--- src/rtl/tsense_pkg.sv ---
package tsense_pkg;

    localparam int CSR_W = 8;
    localparam int RSV_W = 2;

    typedef struct packed {
        logic [RSV_W-1:0] rsv;
        logic             vsel;
        logic             vae;
        logic             en;
        logic             stat;
        logic             ie;
        logic             flag;
    } csr_t;

    localparam csr_t CSR_RESET = '{rsv: '0, vsel: 1'b0, vae: 1'b1, en: 1'b0,
                                   stat: 1'b0, ie: 1'b0, flag: 1'b0};

    typedef enum logic [1:0] {
        AMUX_EXT  = 2'b00,
        AMUX_TEMP = 2'b01,
        AMUX_BG   = 2'b10
    } amux_e;

    function automatic amux_e amux_route(input logic vae, input logic vsel);
        if (!vae)      return AMUX_EXT;
        else if (vsel) return AMUX_BG;
        else           return AMUX_TEMP;
    endfunction

endpackage

--- src/rtl/tsense_status.sv ---
module tsense_status #(
    parameter int TEMP_W = 8
) (
    input  logic              clk,
    input  logic              rst,
    input  logic              en,
    input  logic              full_power,
    input  logic [TEMP_W-1:0] temp,
    input  logic [TEMP_W-1:0] thr_hi,
    input  logic [TEMP_W-1:0] thr_lo,
    output logic              status_o,
    output logic              change_o
);
    logic status_q, status_d;

    always_comb begin
        status_d = status_q;
        if (!en || !full_power)  status_d = 1'b0;
        else if (temp > thr_hi)  status_d = 1'b1;
        else if (temp < thr_lo)  status_d = 1'b0;
    end

    always_ff @(posedge clk) begin
        if (rst) status_q <= 1'b0;
        else     status_q <= status_d;
    end

    assign status_o = status_q;
    assign change_o = status_d ^ status_q;

    p_disabled_low_r5: assert property (@(posedge clk) disable iff (rst)
        !en |=> !status_q);
    p_rpm_low_r7: assert property (@(posedge clk) disable iff (rst)
        !full_power |=> !status_q);
    p_hyst_hold_r6: assert property (@(posedge clk) disable iff (rst)
        (en && full_power && temp <= thr_hi && temp >= thr_lo) |=> $stable(status_q));
endmodule

--- src/rtl/tsense_flag.sv ---
module tsense_flag (
    input  logic clk,
    input  logic rst,
    input  logic set_i,
    input  logic clr_i,
    output logic flag_o
);
    logic flag_q;

    always_ff @(posedge clk) begin
        if (rst)        flag_q <= 1'b0;
        else if (set_i) flag_q <= 1'b1;
        else if (clr_i) flag_q <= 1'b0;
    end

    assign flag_o = flag_q;

    p_set_wins_r12: assert property (@(posedge clk) disable iff (rst)
        set_i |=> flag_o);
    p_flag_sticky_r10: assert property (@(posedge clk) disable iff (rst)
        (flag_o && !clr_i) |=> flag_o);
endmodule

--- src/rtl/tsense_amux.sv ---
module tsense_amux (
    input  logic                 vae,
    input  logic                 vsel,
    output tsense_pkg::amux_e    src
);
    assign src = tsense_pkg::amux_route(vae, vsel);
endmodule

--- src/rtl/tsense_csr.sv ---
module tsense_csr
    import tsense_pkg::*;
#(
    parameter int              ADDR_W   = 12,
    parameter logic [ADDR_W-1:0] REG_ADDR = 12'h2F0,
    parameter int              TEMP_W   = 8
) (
    input  logic              clk,
    input  logic              rst,
    input  logic [ADDR_W-1:0] bus_addr,
    input  logic              bus_wr,
    input  logic [CSR_W-1:0]  bus_wdata,
    output logic [CSR_W-1:0]  bus_rdata,
    input  logic [TEMP_W-1:0] temp_code,
    input  logic [TEMP_W-1:0] thr_hi,
    input  logic [TEMP_W-1:0] thr_lo,
    input  logic              full_power,
    input  logic              test_mode,
    output logic              over_temp,
    output logic              irq,
    output logic [1:0]        amux_src
);
    csr_t             wr_csr;
    csr_t             csr_view;
    logic             hit, wr_hit;
    logic [RSV_W-1:0] rsv_q;
    logic             vsel_q, vae_q, en_q, ie_q;
    logic             stat_w, change_w, flag_w;
    amux_e            src_w;
    logic             unused_bits;

    assign wr_csr      = csr_t'(bus_wdata);
    assign hit         = (bus_addr == REG_ADDR);
    assign wr_hit      = hit && bus_wr;
    assign unused_bits = wr_csr.stat;

    // Per-bit lock on the test bits
    for (genvar i = 0; i < RSV_W; i++) begin : g_rsv
        always_ff @(posedge clk) begin
            if (rst)                        rsv_q[i] <= CSR_RESET.rsv[i];
            else if (wr_hit && test_mode)   rsv_q[i] <= wr_csr.rsv[i];
        end
    end

    always_ff @(posedge clk) begin
        if (rst) begin
            vsel_q <= CSR_RESET.vsel;
            vae_q  <= CSR_RESET.vae;
            en_q   <= CSR_RESET.en;
            ie_q   <= CSR_RESET.ie;
        end else if (wr_hit) begin
            vsel_q <= wr_csr.vsel;
            vae_q  <= wr_csr.vae;
            en_q   <= wr_csr.en;
            ie_q   <= wr_csr.ie;
        end
    end

    tsense_status #(.TEMP_W(TEMP_W)) i_status (
        .clk        (clk),
        .rst        (rst),
        .en         (en_q),
        .full_power (full_power),
        .temp       (temp_code),
        .thr_hi     (thr_hi),
        .thr_lo     (thr_lo),
        .status_o   (stat_w),
        .change_o   (change_w)
    );

    tsense_flag i_flag (
        .clk    (clk),
        .rst    (rst),
        .set_i  (change_w),
        .clr_i  (wr_hit && wr_csr.flag),
        .flag_o (flag_w)
    );

    tsense_amux i_amux (
        .vae  (vae_q),
        .vsel (vsel_q),
        .src  (src_w)
    );

    always_comb begin
        csr_view      = '0;
        csr_view.rsv  = rsv_q;
        csr_view.vsel = vsel_q;
        csr_view.vae  = vae_q;
        csr_view.en   = en_q;
        csr_view.stat = stat_w;
        csr_view.ie   = ie_q;
        csr_view.flag = flag_w;
    end

    assign bus_rdata = hit ? csr_view : '0;
    assign over_temp = stat_w;
    assign irq       = flag_w && ie_q;
    assign amux_src  = src_w;

    p_rsv_locked_r3: assert property (@(posedge clk) disable iff (rst)
        (wr_hit && !test_mode) |=> $stable(rsv_q));
    p_flag_on_change_r9: assert property (@(posedge clk) disable iff (rst)
        (over_temp != $past(over_temp)) |-> flag_w);
    p_irq_gated_r11: assert property (@(posedge clk) disable iff (rst)
        irq |-> (flag_w && bus_rdata_ie_ok));

    logic bus_rdata_ie_ok;
    assign bus_rdata_ie_ok = ie_q;
endmodule

--- config.mk ---
export PLATFORM = sky130hd
export DESIGN_NAME = tsense_csr
export DESIGN_NICKNAME = d
export VERILOG_FILES = /design/src/rtl/tsense_pkg.sv /design/src/rtl/tsense_status.sv /design/src/rtl/tsense_flag.sv /design/src/rtl/tsense_amux.sv /design/src/rtl/tsense_csr.sv
export SDC_FILE = /design/constraint.sdc
export NUM_CORES = 1
export LEC_CHECK = 0
export BUFFER_PORTS_ARGS = -buffer_cell sky130_fd_sc_hd__buf_4
export CELL_PAD_IN_SITES_DETAIL_PLACEMENT = 1
export CELL_PAD_IN_SITES_GLOBAL_PLACEMENT = 1
export CORE_ASPECT_RATIO = 1.5
export CORE_MARGIN = 1.5
export CORE_UTILIZATION = 23
export DETAILED_ROUTE_END_ITERATION = 8
export GPL_ROUTABILITY_DRIVEN = 0
export PLACE_DENSITY_LB_ADDON = 0.1
export SLEW_MARGIN = 15
export SYNTH_ARGS = -nofsm -noshare
export SYNTH_HDL_FRONTEND = slang
export SYNTH_SLANG_ARGS = --single-unit
export TNS_END_PERCENT = 5
--- constraint.sdc ---
create_clock -name clk -period 1.8 [get_ports clk]
set_input_delay 0.09 -clock clk [delete_from_list [all_inputs] [get_ports clk]]
set_output_delay 0.09 -clock clk [all_outputs]
set_load 0.02 [all_outputs]
==> summary.txt <==
FFs w/ async S/R, synth = 0%
Drt pass-1 iters = 4
P per Cell Area = 408 nW/um^2
Htree depth = 1
Mapped Cells = 107
Gr busiest metal = met2
Fillers = 444
Post-DP HPWL = 2270 microns
Largest net degree at the start of global routing = 13
Routing usage on met2 = 27.4%
Total Wirelength = 2460 microns
# clock sinks = 8
Post-CTS setup buffers = 0
Clock latency on the worst-skew pair = 230 ps
Cell count of the worst hold path = 3
CORE AREA = 3420 sq um
Crit share post-route = 98.7%
Cts bufs inserted = 3
Max-slew violations = 0
Slew of the pin with the lowest slew margin = 298 ps
Clk Tree Root Cell = clkbuf_8
Via count = 999
Fin Clk Skew = 0.0832 ps
Final core occ = 40.4%
Reg-to-reg startpoint = en_q
Setup TNS = 0 ps
NumNets Final = 237
Number of remaining DRC errors = 0
Syn_nets = 171
N_diodes = 0
Total GRT Usage = 13.7%
Seq/Total Area, Yosys = 19.5%
Status = finished, final reports clean
Startpoint types = input pin
Complex-gate fraction of the synthesized area = 15.1%
HP Class = input pin to register
Die area = 3940 sq um
Synthesized flop and latch total = 8
WL/cell = 11.5 microns
Total Power = 0.563 mW
Antenna violations before repair = 0
Port Buffers = 59
I/O pins = 61
Synthesized-area fraction occupied by adder cells = 22.9%
GRT met3 Usage = 2.94%
Top area cells in the synthesized netlist = ha_1 23%, dfxtp_1 20%, and2_1 8.4%
Crit-path max FO = 2
Synth Area in XOR/XNOR = 0%
Hold path start = bus_wdata[6]
GR Overflow Total = 0
Die span in x = 51.8 microns
Ratio of cells with drive above 1 in the final layout = 40.4%
Synth Area per Inst = 7.67 sq um
Final hold vios = 0
Synth Cell Area = 821 sq um
Hold Path End = csr_view[6]
Clock transition at path regs = 40 ps
Layout Cells excl Fill = 213
VDD IR-drop max = 180 uV
Largest family of logic cells by synthesized area = simple AND/OR/NAND/NOR gates
Starting Density = 24.0%
Hold_buf cts = 0
RSZ-0062 raised after global routing = no
Number of core rows = 26
DRT antenna net count = 0
Reg-to-Reg End = i_flag.flag_o
Initial DRC count = 2
Crit Path Class = input pin to register
Non-Filler Cell Area, Final = 1380 sq um
Most used DFF post-synth = dfxtp_1
Rel. slew slack = 79.9%
R2R Setup Slk = 660 ps
DIE HEIGHT = 76.2 microns
Fmax = 0.563 GHz
Resize count post-CTS = 0
# setup viols final = 0
Yosys Warn Count = 0
# placed instances = 210
Post-DP Area = 1340 sq um
Arrival time worst endpoint = 1880 ps
CTS tree = yes
Fin crit period = 1780 ps
Mux cell area share after synthesis = 2.44%
Area grow syn2layout = 68.1%
First-pass GRT wire length = 4280 microns
Vias in the first global route = 1137
Max-cap viol count = 0
Post-Synth Simple-Gate Area = 30.9%
Static Leakage = 0.749 nW
Crit. End Element = register
Biggest area consumer among synthesized cells = ha_1
Routing usage on met1 = 12.3%
Synth cell types = 30
Vias per Instance = 4.69
Max Buffers Root-to-Sink = 2
Reg2Reg Depth = 4
Post-synth EDFFs = 0
Synth top area share = 22.9%
WP data required = 1900 ps
## through the flow
| stage | setup slack, ps | hold WS (ps) |
|---|---|---|
| 2_1_floorplan | -40.5 | 234 |
| 3_3_place_gp | -151 | 330 |
| 3_5_place_dp | -198 | 338 |
| 4_1_cts | 40.6 | 102 |
| 5_1_grt | 6.10 | 115 |
| 6_report | 23.2 | 103 |
## synthesized netlist by cell type, types with 2 or more instances
cell     count
nor2b_1      4
dfxtp_1      8
nor2_1       4
nand3_1      7
inv_1       18
nand4_1      2
a21o_1       2
a21oi_1      6
mux2i_1      2
ha_1        15
o21ai_0      4
nor3_1       2
nand2_1      6
and2_1      11
## cell families after synthesis
| kind of cell | after synthesis |
|---|---|
| AOI/OAI and AO/OA | 19 |
| adders and majority gates | 15 |
| buffers and inverters | 20 |
| DFF | 8 |
| muxes | 2 |
| and+or+nand+nor | 43 |
## per-layer routing
layer / vias up / wire length, microns / part of all wire [%]
li1: 503 / - / -
met5: - / 0 / 0
met1: 457 / 814 / 33
met4: 0 / 25 / 1.0
met2: 35 / 1440 / 59
met3: 4 / 170 / 6.9
## cells in the final DEF, fill, tap and decap left out
cell type,instances
buf_4,63
a31o_2,1
mux2i_1,2
clkbuf_8,3
nand2_1,6
or4b_4,1
a21oi_1,6
nor2b_1,4
nand4bb_1,1
or4_1,1
nand3_1,7
or4_4,1
and3_1,1
a32oi_1,1
a221o_1,1
inv_1,18
a211oi_1,1
nor2_1,4
and2_1,11
and4_1,1
nor4_1,1
a31oi_1,1
a21o_1,2
o21ai_0,4
dfxtp_1,8
nand4_1,2
nor3_1,2
ha_1,15
o31a_1,1
o41ai_1,1
## how the worst max path moves through the flow
stage | from | end | cells after the start
2_1_floorplan | bus_addr[8] | i_flag.flag_o | 5
3_3_place_gp | bus_addr[8] | i_flag.flag_o | 6
3_5_place_dp | bus_addr[8] | i_flag.flag_o | 6
4_1_cts | bus_addr[8] | i_flag.flag_o | 6
5_1_grt | bus_addr[8] | i_flag.flag_o | 6
6_report | bus_addr[8] | i_flag.flag_o | 6
## cell type report
| cell class | count | area [sq um] | share of cell area, % |
|---|---|---|---|
| Multi-Input combinational cell | 79 | 586 | 42.4 |
| Clock buffer | 3 | 41.3 | 2.99 |
| Tap cell | 42 | 52.6 | 3.81 |
| Timing Repair Buffer | 63 | 473 | 34.3 |
| Inverter | 18 | 67.6 | 4.90 |
| Sequential cell | 8 | 160 | 11.6 |
## where the power goes
group | total, mW | switching (mW) | internal [mW]
logic | 0.171 | 0.0657 | 0.105
clock network | 0.214 | 0.0691 | 0.145
registers | 0.178 | 0.0000108 | 0.178
total | 0.563 | 0.135 | 0.428
## flip-flops by register name, summed over array words and instances (netlist names)
register / cells
vae_q: 1
bus_rdata_ie_ok: 1
vsel_q: 1
i_status.status_o: 1
csr_view: 2
i_flag.flag_o: 1
en_q: 1
## critical path: stages
cell     delay (ps)
buf_4           110
or4b_4          530
or4_4           550
a221o_1         330
a32oi_1         170
o41ai_1         110
(Power assumes the default switching activity.)
